--- src/rtl/sram_ctl_pkg.sv ---
package sram_ctl_pkg;
  typedef enum logic [2:0] {
    ST_IDLE  = 3'd0,
    ST_TURN  = 3'd1,
    ST_SETUP = 3'd2,
    ST_PULSE = 3'd3,
    ST_HOLD  = 3'd4,
    ST_READ  = 3'd5
  } sram_st_e;

  function automatic logic st_selects(input sram_st_e s);
    return (s == ST_SETUP) || (s == ST_PULSE) || (s == ST_HOLD) || (s == ST_READ);
  endfunction

  function automatic logic st_drives_bus(input sram_st_e s);
    return (s == ST_SETUP) || (s == ST_PULSE) || (s == ST_HOLD);
  endfunction
endpackage

--- src/rtl/sram_ctl_cnt.sv ---
module sram_ctl_cnt #(
  parameter int W = 2
) (
  input  logic         clk,
  input  logic         rst_n,
  input  logic         load,
  input  logic [W-1:0] load_val,
  output logic         zero
);
  logic [W-1:0] cnt_q;

  always_ff @(posedge clk or negedge rst_n) begin
    if (!rst_n)           cnt_q <= '0;
    else if (load)        cnt_q <= load_val;
    else if (cnt_q != '0) cnt_q <= cnt_q - 1'b1;
  end

  assign zero = (cnt_q == '0);
endmodule

--- src/rtl/sram_ctl_lane.sv ---
module sram_ctl_lane #(
  parameter int LW = 8
) (
  input  logic          clk,
  input  logic          rst_n,
  input  logic          capture,
  input  logic          lane_en,
  input  logic [LW-1:0] din,
  output logic [LW-1:0] dout
);
  always_ff @(posedge clk or negedge rst_n) begin
    if (!rst_n)       dout <= '0;
    else if (capture) dout <= lane_en ? din : '0;
  end
endmodule

--- src/rtl/sram_ctl_seq.sv ---
module sram_ctl_seq
  import sram_ctl_pkg::*;
#(
  parameter int ADDR_W   = 16,
  parameter int DATA_W   = 16,
  parameter int LANES    = 2,
  parameter int WR_PULSE = 1,
  parameter int RD_WAIT  = 2,
  parameter int TURN     = 1,
  parameter int CNT_W    = 2
) (
  input  logic              clk,
  input  logic              rst_n,
  input  logic              req_valid,
  input  logic              req_write,
  input  logic [ADDR_W-1:0] req_addr,
  input  logic [DATA_W-1:0] req_wdata,
  input  logic [LANES-1:0]  req_mask,
  output logic              req_ready,
  input  logic              cnt_zero,
  output logic              cnt_load,
  output logic [CNT_W-1:0]  cnt_val,
  output logic              capture,
  output logic              rsp_valid,
  output logic              mem_cs_n,
  output logic              mem_oe_n,
  output logic              mem_we_n,
  output logic [LANES-1:0]  mem_be_n,
  output logic [ADDR_W-1:0] mem_addr,
  output logic [DATA_W-1:0] mem_dq_out,
  output logic              mem_dq_oe
);
  localparam logic [CNT_W-1:0] RD_LD   = CNT_W'(RD_WAIT - 1);
  localparam logic [CNT_W-1:0] WP_LD   = CNT_W'(WR_PULSE - 1);
  localparam logic [CNT_W-1:0] TURN_LD = CNT_W'((TURN > 0) ? TURN - 1 : 0);
  localparam bit               HAS_TURN = (TURN > 0);

  sram_st_e             st_q, st_n;
  logic                 last_rd_q;
  logic [LANES-1:0]     mask_q;
  logic                 accept;
  logic [LANES-1:0]     mask_sel;

  assign req_ready = (st_q == ST_IDLE);
  assign accept    = req_valid && req_ready;
  assign mask_sel  = accept ? req_mask : mask_q;

  always_comb begin
    st_n     = st_q;
    cnt_load = 1'b0;
    cnt_val  = '0;
    capture  = 1'b0;
    unique case (st_q)
      ST_IDLE: begin
        if (accept) begin
          if (!req_write) begin
            st_n     = ST_READ;
            cnt_load = 1'b1;
            cnt_val  = RD_LD;
          end else if (HAS_TURN && last_rd_q) begin
            st_n     = ST_TURN;
            cnt_load = 1'b1;
            cnt_val  = TURN_LD;
          end else begin
            st_n = ST_SETUP;
          end
        end
      end
      ST_TURN:  if (cnt_zero) st_n = ST_SETUP;
      ST_SETUP: begin
        st_n     = ST_PULSE;
        cnt_load = 1'b1;
        cnt_val  = WP_LD;
      end
      ST_PULSE: if (cnt_zero) st_n = ST_HOLD;
      ST_HOLD:  st_n = ST_IDLE;
      ST_READ: begin
        if (cnt_zero) begin
          capture = 1'b1;
          st_n    = ST_IDLE;
        end
      end
      default:  st_n = ST_IDLE;
    endcase
  end

  always_ff @(posedge clk or negedge rst_n) begin
    if (!rst_n) begin
      st_q       <= ST_IDLE;
      last_rd_q  <= 1'b0;
      mask_q     <= '0;
      rsp_valid  <= 1'b0;
      mem_cs_n   <= 1'b1;
      mem_oe_n   <= 1'b1;
      mem_we_n   <= 1'b1;
      mem_be_n   <= '1;
      mem_addr   <= '0;
      mem_dq_out <= '0;
      mem_dq_oe  <= 1'b0;
    end else begin
      st_q      <= st_n;
      rsp_valid <= capture;
      if (accept) begin
        last_rd_q <= !req_write;
        mask_q    <= req_mask;
        mem_addr  <= req_addr;
        if (req_write) mem_dq_out <= req_wdata;
      end
      mem_cs_n  <= !st_selects(st_n);
      mem_oe_n  <= (st_n != ST_READ);
      mem_we_n  <= (st_n != ST_PULSE);
      mem_dq_oe <= st_drives_bus(st_n);
      mem_be_n  <= st_selects(st_n) ? ~mask_sel : '1;
    end
  end
endmodule

--- src/rtl/sram_ctl.sv ---
module sram_ctl #(
  parameter int ADDR_W   = 16,
  parameter int DATA_W   = 16,
  parameter int WR_PULSE = 1,
  parameter int RD_WAIT  = 2,
  parameter int TURN     = 1
) (
  input  logic              clk,
  input  logic              rst_n,
  input  logic              req_valid,
  output logic              req_ready,
  input  logic              req_write,
  input  logic [ADDR_W-1:0] req_addr,
  input  logic [DATA_W-1:0] req_wdata,
  input  logic [DATA_W/8-1:0] req_mask,
  output logic              rsp_valid,
  output logic [DATA_W-1:0] rsp_rdata,
  output logic              mem_cs_n,
  output logic              mem_oe_n,
  output logic              mem_we_n,
  output logic [DATA_W/8-1:0] mem_be_n,
  output logic [ADDR_W-1:0] mem_addr,
  output logic [DATA_W-1:0] mem_dq_out,
  input  logic [DATA_W-1:0] mem_dq_in,
  output logic              mem_dq_oe
);
  localparam int LANES   = DATA_W / 8;
  localparam int MAX_CNT = (WR_PULSE > RD_WAIT) ? ((WR_PULSE > TURN) ? WR_PULSE : TURN)
                                                : ((RD_WAIT > TURN) ? RD_WAIT : TURN);
  localparam int CNT_W   = (MAX_CNT > 1) ? $clog2(MAX_CNT) : 1;

  logic             cnt_zero;
  logic             cnt_load;
  logic [CNT_W-1:0] cnt_val;
  logic             capture;

  sram_ctl_seq #(
    .ADDR_W(ADDR_W), .DATA_W(DATA_W), .LANES(LANES),
    .WR_PULSE(WR_PULSE), .RD_WAIT(RD_WAIT), .TURN(TURN), .CNT_W(CNT_W)
  ) u_seq (
    .clk(clk), .rst_n(rst_n),
    .req_valid(req_valid), .req_write(req_write), .req_addr(req_addr),
    .req_wdata(req_wdata), .req_mask(req_mask), .req_ready(req_ready),
    .cnt_zero(cnt_zero), .cnt_load(cnt_load), .cnt_val(cnt_val),
    .capture(capture), .rsp_valid(rsp_valid),
    .mem_cs_n(mem_cs_n), .mem_oe_n(mem_oe_n), .mem_we_n(mem_we_n),
    .mem_be_n(mem_be_n), .mem_addr(mem_addr), .mem_dq_out(mem_dq_out),
    .mem_dq_oe(mem_dq_oe)
  );

  sram_ctl_cnt #(.W(CNT_W)) u_cnt (
    .clk(clk), .rst_n(rst_n), .load(cnt_load), .load_val(cnt_val), .zero(cnt_zero)
  );

  for (genvar l = 0; l < LANES; l++) begin : g_lane
    sram_ctl_lane #(.LW(8)) u_lane (
      .clk(clk), .rst_n(rst_n), .capture(capture),
      .lane_en(~mem_be_n[l]),
      .din(mem_dq_in[8*l +: 8]),
      .dout(rsp_rdata[8*l +: 8])
    );
  end
endmodule

--- config.mk ---
export PLATFORM = sky130hd
export DESIGN_NAME = sram_ctl
export DESIGN_NICKNAME = d
export VERILOG_FILES = /design/src/rtl/sram_ctl_pkg.sv /design/src/rtl/sram_ctl_cnt.sv /design/src/rtl/sram_ctl_lane.sv /design/src/rtl/sram_ctl_seq.sv /design/src/rtl/sram_ctl.sv
export SDC_FILE = /design/constraint.sdc
export NUM_CORES = 1
export LEC_CHECK = 0
export ABC_AREA = 1
export BUFFER_PORTS_ARGS = -buffer_cell sky130_fd_sc_hd__buf_2
export CAP_MARGIN = 20
export CORE_ASPECT_RATIO = 0.8
export CORE_MARGIN = 3
export CORE_UTILIZATION = 49
export CTS_BUF_LIST = sky130_fd_sc_hd__clkbuf_2
export CTS_CLUSTER_SIZE = 16
export DETAILED_ROUTE_END_ITERATION = 8
export PLACE_DENSITY = 0.82
export RECOVER_POWER = 25
export SLEW_MARGIN = 0
export SYNTH_ARGS = -nofsm -noshare
export SYNTH_HDL_FRONTEND = slang
export SYNTH_HIERARCHICAL = 1
export SYNTH_SLANG_ARGS = --single-unit
--- constraint.sdc ---
create_clock -name clk -period 2.1 [get_ports clk]
set_clock_uncertainty 0.1 [all_clocks]
set_input_delay 0.105 -clock clk [delete_from_list [all_inputs] [get_ports clk]]
set_output_delay 0.105 -clock clk [all_outputs]
set_load 0.05 [all_outputs]
# Word level (Yosys, flattened, before mapping)
# Index checks and enable logic that the tools add are counted.
dict set report totals {
  latchBits 0
  romBits 0
  memories 0
  regBits 62
  ramBits 0
  output_inout_bits 56
  in_bits 54
  elab_cells 56
}
dict set report classes {
  n_mux 22
  n_addsub 1
  n_div 0
  n_lt_le_gt_ge 0
  n_eq_ne 10
  shifts 0
  n_mul 0
  reduce_logical 8
  n_bitwise 1
}
# cell n
set op_table {}
lappend op_table {{8-bit 2-to-1 mux} 2}
lappend op_table {{3-bit 2-to-1 mux} 5}
lappend op_table {{3-bit case mux with 5 select lines} 1}
lappend op_table {{3-bit by 2-bit equality test with 1-bit output (second input constant)} 4}
lappend op_table {{1-bit 2-to-1 mux} 10}
lappend op_table {{3-bit equality test (second input constant)} 3}
lappend op_table {{2-bit 2-to-1 mux} 3}
lappend op_table {{3-bit by 1-bit equality test with 1-bit output (second input constant)} 1}
lappend op_table {{3-bit zero test} 1}
lappend op_table {{1-bit logical OR} 3}
lappend op_table {{3-bit by 2-bit inequality test with 1-bit output (second input constant)} 1}
lappend op_table {{3-bit inequality test (second input constant)} 1}
lappend op_table {{1-bit zero test} 2}
lappend op_table {{2-bit inverter} 1}
lappend op_table {{1-bit case mux with 2 select lines} 1}
lappend op_table {{2-bit AND reduction} 1}
lappend op_table {{1-bit logical AND} 1}
lappend op_table {{1-bit subtractor (second input constant)} 1}

# Logic depth before layout (Yosys ltp)
# Gate-level depths: netlist of run 1.
dict set report depth {
  depth_word 9
  depth_mapped 8
  mapped_depth_nobuf 8
}

# Modules after synthesis
# The synthesis of run 1 kept the hierarchy.
# module instances area_per_inst_um2 seq_area_each_um2 cells_each
set modules_own_cells {}
lappend modules_own_cells {sram_ctl_seq 1 1834.3 1132.3 195}
lappend modules_own_cells {sram_ctl_lane 2 320.3 200.2 35}
lappend modules_own_cells {sram_ctl_cnt 1 36.3 25.0 4}
lappend modules_own_cells {sram_ctl 1 7.5 0.0 2}

# Worst setup path before layout of run 1
# Ideal clock, no wire load.
dict set report synth_timing {
  kind {register -> output}
  from {register u_seq.st_q[0]}
  to {output port req_ready}
  path_buffers 1
  t_required_ns 1.895
  arrival_time_ns 1.588
  slack_ns 0.307
  stages_incl_launch_ff 3
  cell_sequence {dfrtp_1 buf_6 nor3_1}
}
dict set report synth_between {
  elab_chain_len 1
}
# element line_no
set synth_lines {}
lappend synth_lines {{from (decl)} sram_ctl_seq.sv:38} ;# sram_st_e st_q, st_n;
lappend synth_lines {{from (signal assigned)} sram_ctl_seq.sv:101} ;# st_q <= st_n;
lappend synth_lines {{3-bit zero test} sram_ctl_seq.sv:44} ;# assign req_ready = (st_q == ST_IDLE);
lappend synth_lines {{to (decl)} sram_ctl.sv:11} ;# output logic req_ready,
# Every way passes these cells.

# Final worst setup path of run 1
dict set report layout_timing {
  from {register u_seq.st_q[0]}
  to {register u_seq.mem_be_n[1]}
}
dict set report layout_between {
  elab_chain_len 9
  elab_cells_between_ends 21
  cone_classes {eq/ne: 8; mux: 7; bitwise: 1; reduce/logical: 5}
}
# element line_no
set layout_lines {}
lappend layout_lines {{3-bit zero test} {sram_ctl_seq.sv:44, sram_ctl_seq.sv:53}}
lappend layout_lines {{1-bit logical AND} sram_ctl_seq.sv:45} ;# assign accept = req_valid && req_ready;
lappend layout_lines {{3-bit 2-to-1 mux} sram_ctl_seq.sv:55} ;# if (accept) begin
lappend layout_lines {{3-bit case mux with 5 select lines (*)} sram_ctl_seq.sv:53} ;# unique case (st_q)
lappend layout_lines {{named net u_seq.st_n[1]} sram_ctl_seq.sv:38}
lappend layout_lines {{3-bit by 2-bit equality test with 1-bit output} sram_ctl_pkg.sv:12} ;# return (s == ST_SETUP) || (s == ST_PULSE) || (s == ST_HOLD) || (s == ST_READ);
lappend layout_lines {{1-bit logical OR (2 in a row)} sram_ctl_pkg.sv:12}
lappend layout_lines {{1-bit logical OR (*)} sram_ctl_pkg.sv:12}
lappend layout_lines {{2-bit 2-to-1 mux (*)} sram_ctl_seq.sv:113} ;# mem_be_n <= st_selects(st_n) ? ~mask_sel : '1;
lappend layout_lines {{to (signal assigned)} sram_ctl_seq.sv:113}
lappend layout_lines {{to (decl)} sram_ctl_seq.sv:28} ;# output logic [LANES-1:0] mem_be_n,
# The timed path passes the listed nets; every way through them passes the cells marked *.
# A chain may end at the register's enable or synchronous reset.

==> summary.txt, run 1 <==
Status
  – Run status: finished clean

STA
  – Relative slew slack: 0.665%
  – Minimum clock period: ~1.8 ns
  – Count of pins over their slew limit: 0
  – RSZ-0062 raised after global routing: false
  – Final worst slack: 0.296 ns
  – Minimum hold slack: roughly 0.27 ns
  – Setup TNS: 0 ns
  – Final-report hold violation count: 0
  – Period Utilization, post-route: between 80% and 90%
  – Peak Freq: between 500 and 600 MHz
  – Final setup viols: 0
  – Worst Tran Pin Value: between 1 and 1.5 ns

Synth
  – #FFs+latches synth: between 60 and 70
  – Post-synth design cell area: 2520 um2
  – Synthesized instance count: ~270
  – Yosys cell types: 20
  – Synth warnings: 6
  – Register area share after synthesis: 61.8%
  – Syn avg cell area: a little over 9 um2
  – Post-Syn Nets: around 330

Clock network
  – Clk pin slew, worst setup/hold paths: ~0.16 ns
  – CTS tree: done
  – Clock Tree Buf Depth: 2
  – CTS Buf Count: 9
  – Worst skew pair latency: between 0.4 and 0.5 ns
  – CTS sink cnt: between 60 and 70
  – Setup Fix Bufs, Post-CTS: 0
  – H-tree levels: 3
  – Root buf cell: clkbuf_2

Floorplanning
  – Core area: 4760 um2
  – # rows: 22
  – Overall die area: between 6000 and 7000 um2
  – Die width: between 80 and 90 um
  – Die height: 70.1 um
  – Top Ports: 110
  – Initial Utilization: between 50% and 60%

Finish
  – Finished Layout Cells: a little over 500
  – Layout Utilization: 79.4%
  – Fin area: 3780 um2
  – Fin nets: about 490
  – Ant diodes: 0
  – Layout cells sized above 1: between 30% and 40%
  – Area Overhead vs Synth: 50.1%

Worst hold path
  – Hold endpoint: u_seq/mem_dq_out[14]$_DFFE_PN0P_
  – Worst hold path depth: 4
  – Hold Startpoint: req_wdata[14]
  – HP Class: input pin to register

Placed design
  – Placed cell areas: slightly above 3000 um2
  – Dpl hpwl: 4170 um
  – Placed Cells incl. Taps: 433
  – IO buf count: approximately 110
  – Gpl congestion: roughly 0.95
  – Dpl ws: 0.338 ns

Critical path
  – Slowest CP cell: dfrtp_1
  – RR Startpoint: u_seq/st_q[0]$_DFF_PN0_
  – Crit-path cells: nor2_8 > nand3_4 > o21ai_0 > ha_1 > inv_1 > nand3_1
  – Worst Path Required: 2.38 ns
  – Worst-path fanout max: 8
  – Slowest stage delay, CP: around 0.53 ns
  – Startpoint types: register
  – Worst Reg-to-Reg Cells: 6
  – FF-to-FF End: u_seq/mem_be_n[1]$_DFF_PN1_
  – Flop2flop setup slack: 0.30 ns
  – Critical Path Sink Type: register
  – Critical path type: register to register
  – Crit path DAT: 2.08 ns

Power
  – Power Density: around 1700 nW/um2
  – Maximum vdd drop: 1.20 mV
  – Cell leakage power: ~2.2 nW
  – Pwr Total: ~6.3 mW

Drt
  – Antenna viol nets, final: 0
  – DRT iter0 DRCs: 66
  – Routed WL: 6850 um
  – Drt pass-1 iters: 4
  – DRC viols: 0
  – Vias per cell: approximately 4.7
  – Via count: 2383
  – DR WL/cell: roughly 14 um

Global routing
  – All-Layer GR Usage: a little under a quarter
  – Vias in the first global route: about 2400
  – First-pass GRT wire length: approximately 11000 um
  – Largest net degree at the start of global routing: 37
  – Initial antenna violation count: 0
  – Grt ovf: 0

Flow run
  – MaxCap Viol Count: 0
==> report_power, final <==
group | switching [mW] | leakage (nW) | internal (mW) | total [mW]
Sequential | 0.335 | 0.770 | 1.75 | 2.08
Clock | 0.396 | 0.0784 | 0.387 | 0.783
Combinational | 2.62 | 1.32 | 0.804 | 3.42
Total | 3.35 | 2.17 | 2.94 | 6.29
==> worst max path at each step <==
stage / from / to / slack [ns] / depth (start not counted)
6_report: u_seq/st_q[0]$_DFF_PN0_ / u_seq/mem_be_n[1]$_DFF_PN1_ / 0.30 / 6
5_1_grt: u_seq/st_q[0]$_DFF_PN0_ / u_seq/mem_be_n[1]$_DFF_PN1_ / 0.16 / 6
4_1_cts: u_seq/st_q[0]$_DFF_PN0_ / req_ready / 0.29 / 2
3_5_place_dp: u_seq/st_q[0]$_DFF_PN0_ / u_seq/mem_be_n[1]$_DFF_PN1_ / 0.34 / 6
3_3_place_gp: u_seq/st_q[0]$_DFF_PN0_ / u_seq/mem_be_n[1]$_DFF_PN1_ / 0.40 / 6
2_1_floorplan: u_seq/st_q[0]$_DFF_PN0_ / req_ready / 0.31 / 2
==> area by class of cell <==
cell class,instances,area (um2)
well taps,60,75.1
flip-flops and latches,62,1560
fillers,320,981
inverters,35,131
repair buffers,167,1130
multi-input cells,164,761
clock buffers,10,50.0
clock inverters,6,76.3
==> cell families after synthesis <==
family | count (synthesis) | synth area share [%]
and+or+nand+nor | 143 | 25.4
buffers and inverters | 45 | 8.15
AOI/OAI and AO/OA | 20 | 4.07
adders and majority gates | 1 | 0.497
DFF | 62 | 61.8
==> placed cells by master, fill, tap and decap left out <==
cell type        n
buf_2          108
nor3_2           1
nand3_1         21
nor3_1           1
nand3_4          1
bufinv_16        2
inv_1           32
clkbuf_1         1
dfrtp_1         57
buf_4            2
clkinv_1         3
dfstp_2          5
o31ai_1          1
nand4_1          6
a21oi_1          1
o21ai_0         18
and2_1           2
clkinv_2         1
inv_2            3
nand4_2          1
nand2_1        108
dlygate4sd3_1   55
ha_1             1
buf_12           1
nor2_8           2
clkbuf_2        10
==> state kept, by name (all words and copies together), names as in the netlist <==
name / flops
u_seq/mem_be_n: 2
u_seq/mem_we_n: 1
u_seq/st_q: 3
u_cnt/cnt_q: 1
g_lane.u_lane/dout: 16
u_seq/mem_oe_n: 1
u_seq/rsp_valid: 1
u_seq/mem_addr: 16
u_seq/last_rd_q: 1
u_seq/mask_q: 2
u_seq/mem_dq_out: 16
u_seq/mem_cs_n: 1
u_seq/mem_dq_oe: 1
==> worst max-delay path, delay by kind of cell, from the launching register on <==
family / cells / cell delay, ns
AO/OA/AOI/OAI: 1 / 0.34
adder cells (fa/ha/maj): 1 / 0.32
buffers and inverters: 1 / 0.08
flip-flops: 1 / 0.53
AND/OR/NAND/NOR: 3 / 0.36
==> metal layers <==
metal / vias up / track usage (%) / share of wire, %
met4: 0 / 8.26 / 1.2
li1: 1181 / - / -
met3: 10 / 7.43 / 7.9
met1: 1078 / 27.7 / 40
met5: - / 0 / 0
met2: 114 / 41.6 / 51
==> cell usage after synthesis <==
cell type | n | area [um2]
nand4_2 | 1 | 12.5
nand2_1 | 108 | 405
buf_2 | 3 | 15.0
clkbuf_2 | 2 | 10.0
clkbuf_1 | 1 | 3.75
nand3_4 | 1 | 17.5
nor3_1 | 2 | 10.0
a21oi_1 | 1 | 5.00
inv_1 | 32 | 120
dfstp_2 | 5 | 131
inv_2 | 3 | 11.3
dfrtp_1 | 57 | 1430
buf_6 | 4 | 45.0
o21ai_0 | 18 | 90.1
o31ai_1 | 1 | 7.51
and2_1 | 2 | 12.5
nand3_1 | 21 | 105
ha_1 | 1 | 12.5
nand4_1 | 6 | 37.5
nor2_8 | 2 | 40.0
==> timing repair <==
action | CTS | global route
endpoints found under the hold margin | 116 | 0
resized for setup | 0 | 0
hold buffers | 55 | 0
No activity file was read; power rests on OpenSTA's default activity.
==> inputs of run 2 (changes only) <==
--- a/config.mk
+++ b/config.mk
@@ -6,10 +6,9 @@
 export NUM_CORES = 1
 export LEC_CHECK = 0
 export ABC_AREA = 1
-export BUFFER_PORTS_ARGS = -buffer_cell sky130_fd_sc_hd__buf_2
+export BUFFER_PORTS_ARGS = -buffer_cell sky130_fd_sc_hd__buf_4
 export CAP_MARGIN = 20
 export CORE_ASPECT_RATIO = 0.8
-export CORE_MARGIN = 3
 export CORE_UTILIZATION = 49
 export CTS_BUF_LIST = sky130_fd_sc_hd__clkbuf_2
 export CTS_CLUSTER_SIZE = 16
==> run 2 against run 1 <==
Compared with the run above: cell area up 5.8%; clock power decreased by 17%; hold slack worse by 0.0051 ns; cell count shrank 0.60%; setup slack got worse by 0.030 ns; combinational power up 11%; register-to-register slack got worse by 0.03 ns; clock-buffer cell count is 1 higher; die area decreased by 10%; via count rose by 4.1%; power increased by 3.8%; sequential power barely moved.
==> summary.txt, run 2 (same netlist as run 1, synthesis figures left out) <==
Worst hold path
  – Hold endpoint: u_seq/mem_dq_out[11]$_DFFE_PN0P_
  – HP Class: input pin to register
  – Hold Startpoint: req_wdata[11]
  – Worst hold path depth: 4 (unchanged)

Critical path
  – Startpoint types: register
  – RR Startpoint: u_seq/st_q[0]$_DFF_PN0_
  – Crit path DAT: 2.15 ns (+0.07 ns)
  – Critical path type: register to register
  – FF-to-FF End: u_seq/mem_be_n[1]$_DFF_PN1_
  – Worst Path Required: 2.41 ns (+0.03 ns)
  – Worst Reg-to-Reg Cells: 6 (unchanged)
  – Critical Path Sink Type: register
  – Flop2flop setup slack: 0.27 ns (-0.03 ns)
  – Worst-path fanout max: 8 (unchanged)

STA
  – Setup TNS: 0 ns (unchanged)
  – Peak Freq: 545 MHz (-1.6%)
  – Period Utilization, post-route: 87.3% (+1.4 points)
  – Relative slew slack: 1.01% (+0.34 points)
  – Count of pins over their slew limit: 0 (unchanged)
  – Worst Tran Pin Value: 1.48 ns (-0.00516 ns)
  – RSZ-0062 raised after global routing: false
  – Final-report hold violation count: 0 (unchanged)
  – Final setup viols: 0 (unchanged)
  – Minimum clock period: 1.83 ns (+0.0298 ns)

Finish
  – Most common cell after layout, fill and taps aside: buf_4
  – Area Overhead vs Synth: 58.8%
  – Top flop regs: g_lane.u_lane/dout (16), u_seq/mem_addr (16), u_seq/mem_dq_out (16)
  – Fin nets: 493 (-0.20%)
  – Most frequent cells in the layout: buf_4, nand2_1, dfrtp_1
  – Filler cells: 279 (-13%)
  – Multi-input logic area: 761 um2 (unchanged)
  – Reg area: 1560 um2 (unchanged)
  – Layout cells sized above 1: 30.8% (about the same)
  – Layout Utilization: 84.0% (+4.6 points)
  – Ant diodes: 0 (unchanged)

Flow run
  – MaxCap Viol Count: 0 (unchanged)

Power
  – Pwr Total: 6.53 mW (+3.8%)
  – Maximum vdd drop: 1.13 mV (-5.2%)
  – Cell leakage power: 2.22 nW (+2.4%)
  – Power Density: 1630 nW/um2 (-1.8%)

Clock network
  – Clk pin slew, worst setup/hold paths: 0.16 ns (about the same)
  – Clock Tree Buf Depth: 2 (unchanged)
  – CTS sink cnt: 62 (unchanged)
  – CTS tree: done
  – Post-cts hold buffer count: 55 (unchanged)
  – Setup Fix Bufs, Post-CTS: 0 (unchanged)
  – Worst skew pair latency: 0.46 ns (about the same)
  – Root buf cell: clkbuf_2
  – H-tree levels: 3 (unchanged)
  – CTS Buf Count: 9 (unchanged)
  – CTS resizes: 0 (unchanged)

Floorplanning
  – Die height: 66.1 um (-5.7%)
  – Overall die area: 5430 um2 (-10%)
  – Core area: 4760 um2 (unchanged)
  – Initial Utilization: 52.9% (unchanged)
  – Die width: 82.2 um (-4.6%)
  – Top Ports: 110 (unchanged)
  – # rows: 22 (unchanged)

Global routing
  – Initial antenna violation count: 0 (unchanged)
  – Grt ovf: 0 (unchanged)
  – Largest net degree at the start of global routing: 63 (+70%)
  – First-pass GRT wire length: 10800 um (-2.0%)
  – All-Layer GR Usage: 27.4% (+3.5 points)
  – Vias in the first global route: 2515 (+5.7%)

Placed design
  – IO buf count: 109 (unchanged)
  – Gpl congestion: 0.886 (-6.5%)
  – Dpl hpwl: 4100 um (-1.7%)

Drt
  – DRC viols: 0 (unchanged)
  – DR WL/cell: 14.3 um (+4.9%)
  – Routed WL: 7140 um (+4.2%)
  – Via count: 2481 (+4.1%)
  – Vias per cell: 4.95 (+4.7%)
  – Antenna viol nets, final: 0 (unchanged)
  – Drt pass-1 iters: 4 (unchanged)
  – DRT iter0 DRCs: 146 (+120%)

Status
  – Run status: finished clean
==> run 2: cell count changes in the layout (fill, tap and decap cells not counted) <==
cell and change:
buf_12 -1, buf_2 -108, buf_4 +108, bufinv_16 -1, clkbuf_1 -1, clkbuf_2 +2, clkinv_1 -1, clkinv_2 -1
==> run 2: worst max path at each step <==
stage	start	to	slack, ns
2_1_floorplan	u_seq/st_q[0]$_DFF_PN0_	req_ready	0.31
3_3_place_gp	u_seq/st_q[0]$_DFF_PN0_	u_seq/mem_be_n[1]$_DFF_PN1_	0.47
3_5_place_dp	u_seq/st_q[0]$_DFF_PN0_	u_seq/mem_be_n[1]$_DFF_PN1_	0.33
4_1_cts	u_seq/st_q[0]$_DFF_PN0_	u_seq/mask_q[1]$_DFF_PN0_	0.30
5_1_grt	u_seq/st_q[0]$_DFF_PN0_	u_seq/mem_be_n[1]$_DFF_PN1_	0.16
6_report	u_seq/st_q[0]$_DFF_PN0_	u_seq/mem_be_n[1]$_DFF_PN1_	0.27
==> run 2: per-stage QoR <==
| step | hold WS, ns | worst slack (ns) | instance area, um2 | std cells |
|---|---|---|---|---|
| 2_1_floorplan | -0.291 | 0.307 | 2520 | 271 |
| 3_3_place_gp | 0.124 | 0.473 | 3360 | 432 |
| 3_5_place_dp | 0.126 | 0.335 | 3360 | 432 |
| 4_1_cts | 0.140 | 0.297 | 4000 | 501 |
| 5_1_grt | 0.224 | 0.160 | 4000 | 501 |
| 6_report | 0.261 | 0.266 | 4000 | 501 |
==> run 2: critical path: stages, from the launching register on <==
cell	delay, ns
dfrtp_1	0.53
nor2_8	0.21
nand3_4	0.08
o21ai_0	0.37
ha_1	0.34
inv_1	0.08
nand3_1	0.08
==> run 2: report_power, final <==
| group | leakage, nW | switching [mW] | internal, mW |
|---|---|---|---|
| clock | 0.0630 | 0.386 | 0.266 |
| combinational | 1.39 | 2.68 | 1.11 |
| sequential | 0.770 | 0.336 | 1.75 |
==> run 2: area by class of cell <==
class                           instances  share of cell area [%]
Clock inverter                          3                   0.939
Tap cell                               60                    1.88
Inverter                               35                    3.29
Timing Repair Buffer                  166                    34.5
Multi-Input combinational cell        164                    19.0
Clock buffer                           11                    1.38
Sequential cell                        62                    39.0
==> run 2: per-layer routing <==
layer	vias to the layer above	wire (um)	global-route usage, %
met4	0	119	9.21
met2	133	3630	49.6
met3	15	582	10.1
met1	1159	2810	29.1
li1	1174	-	-
met5	-	0	0
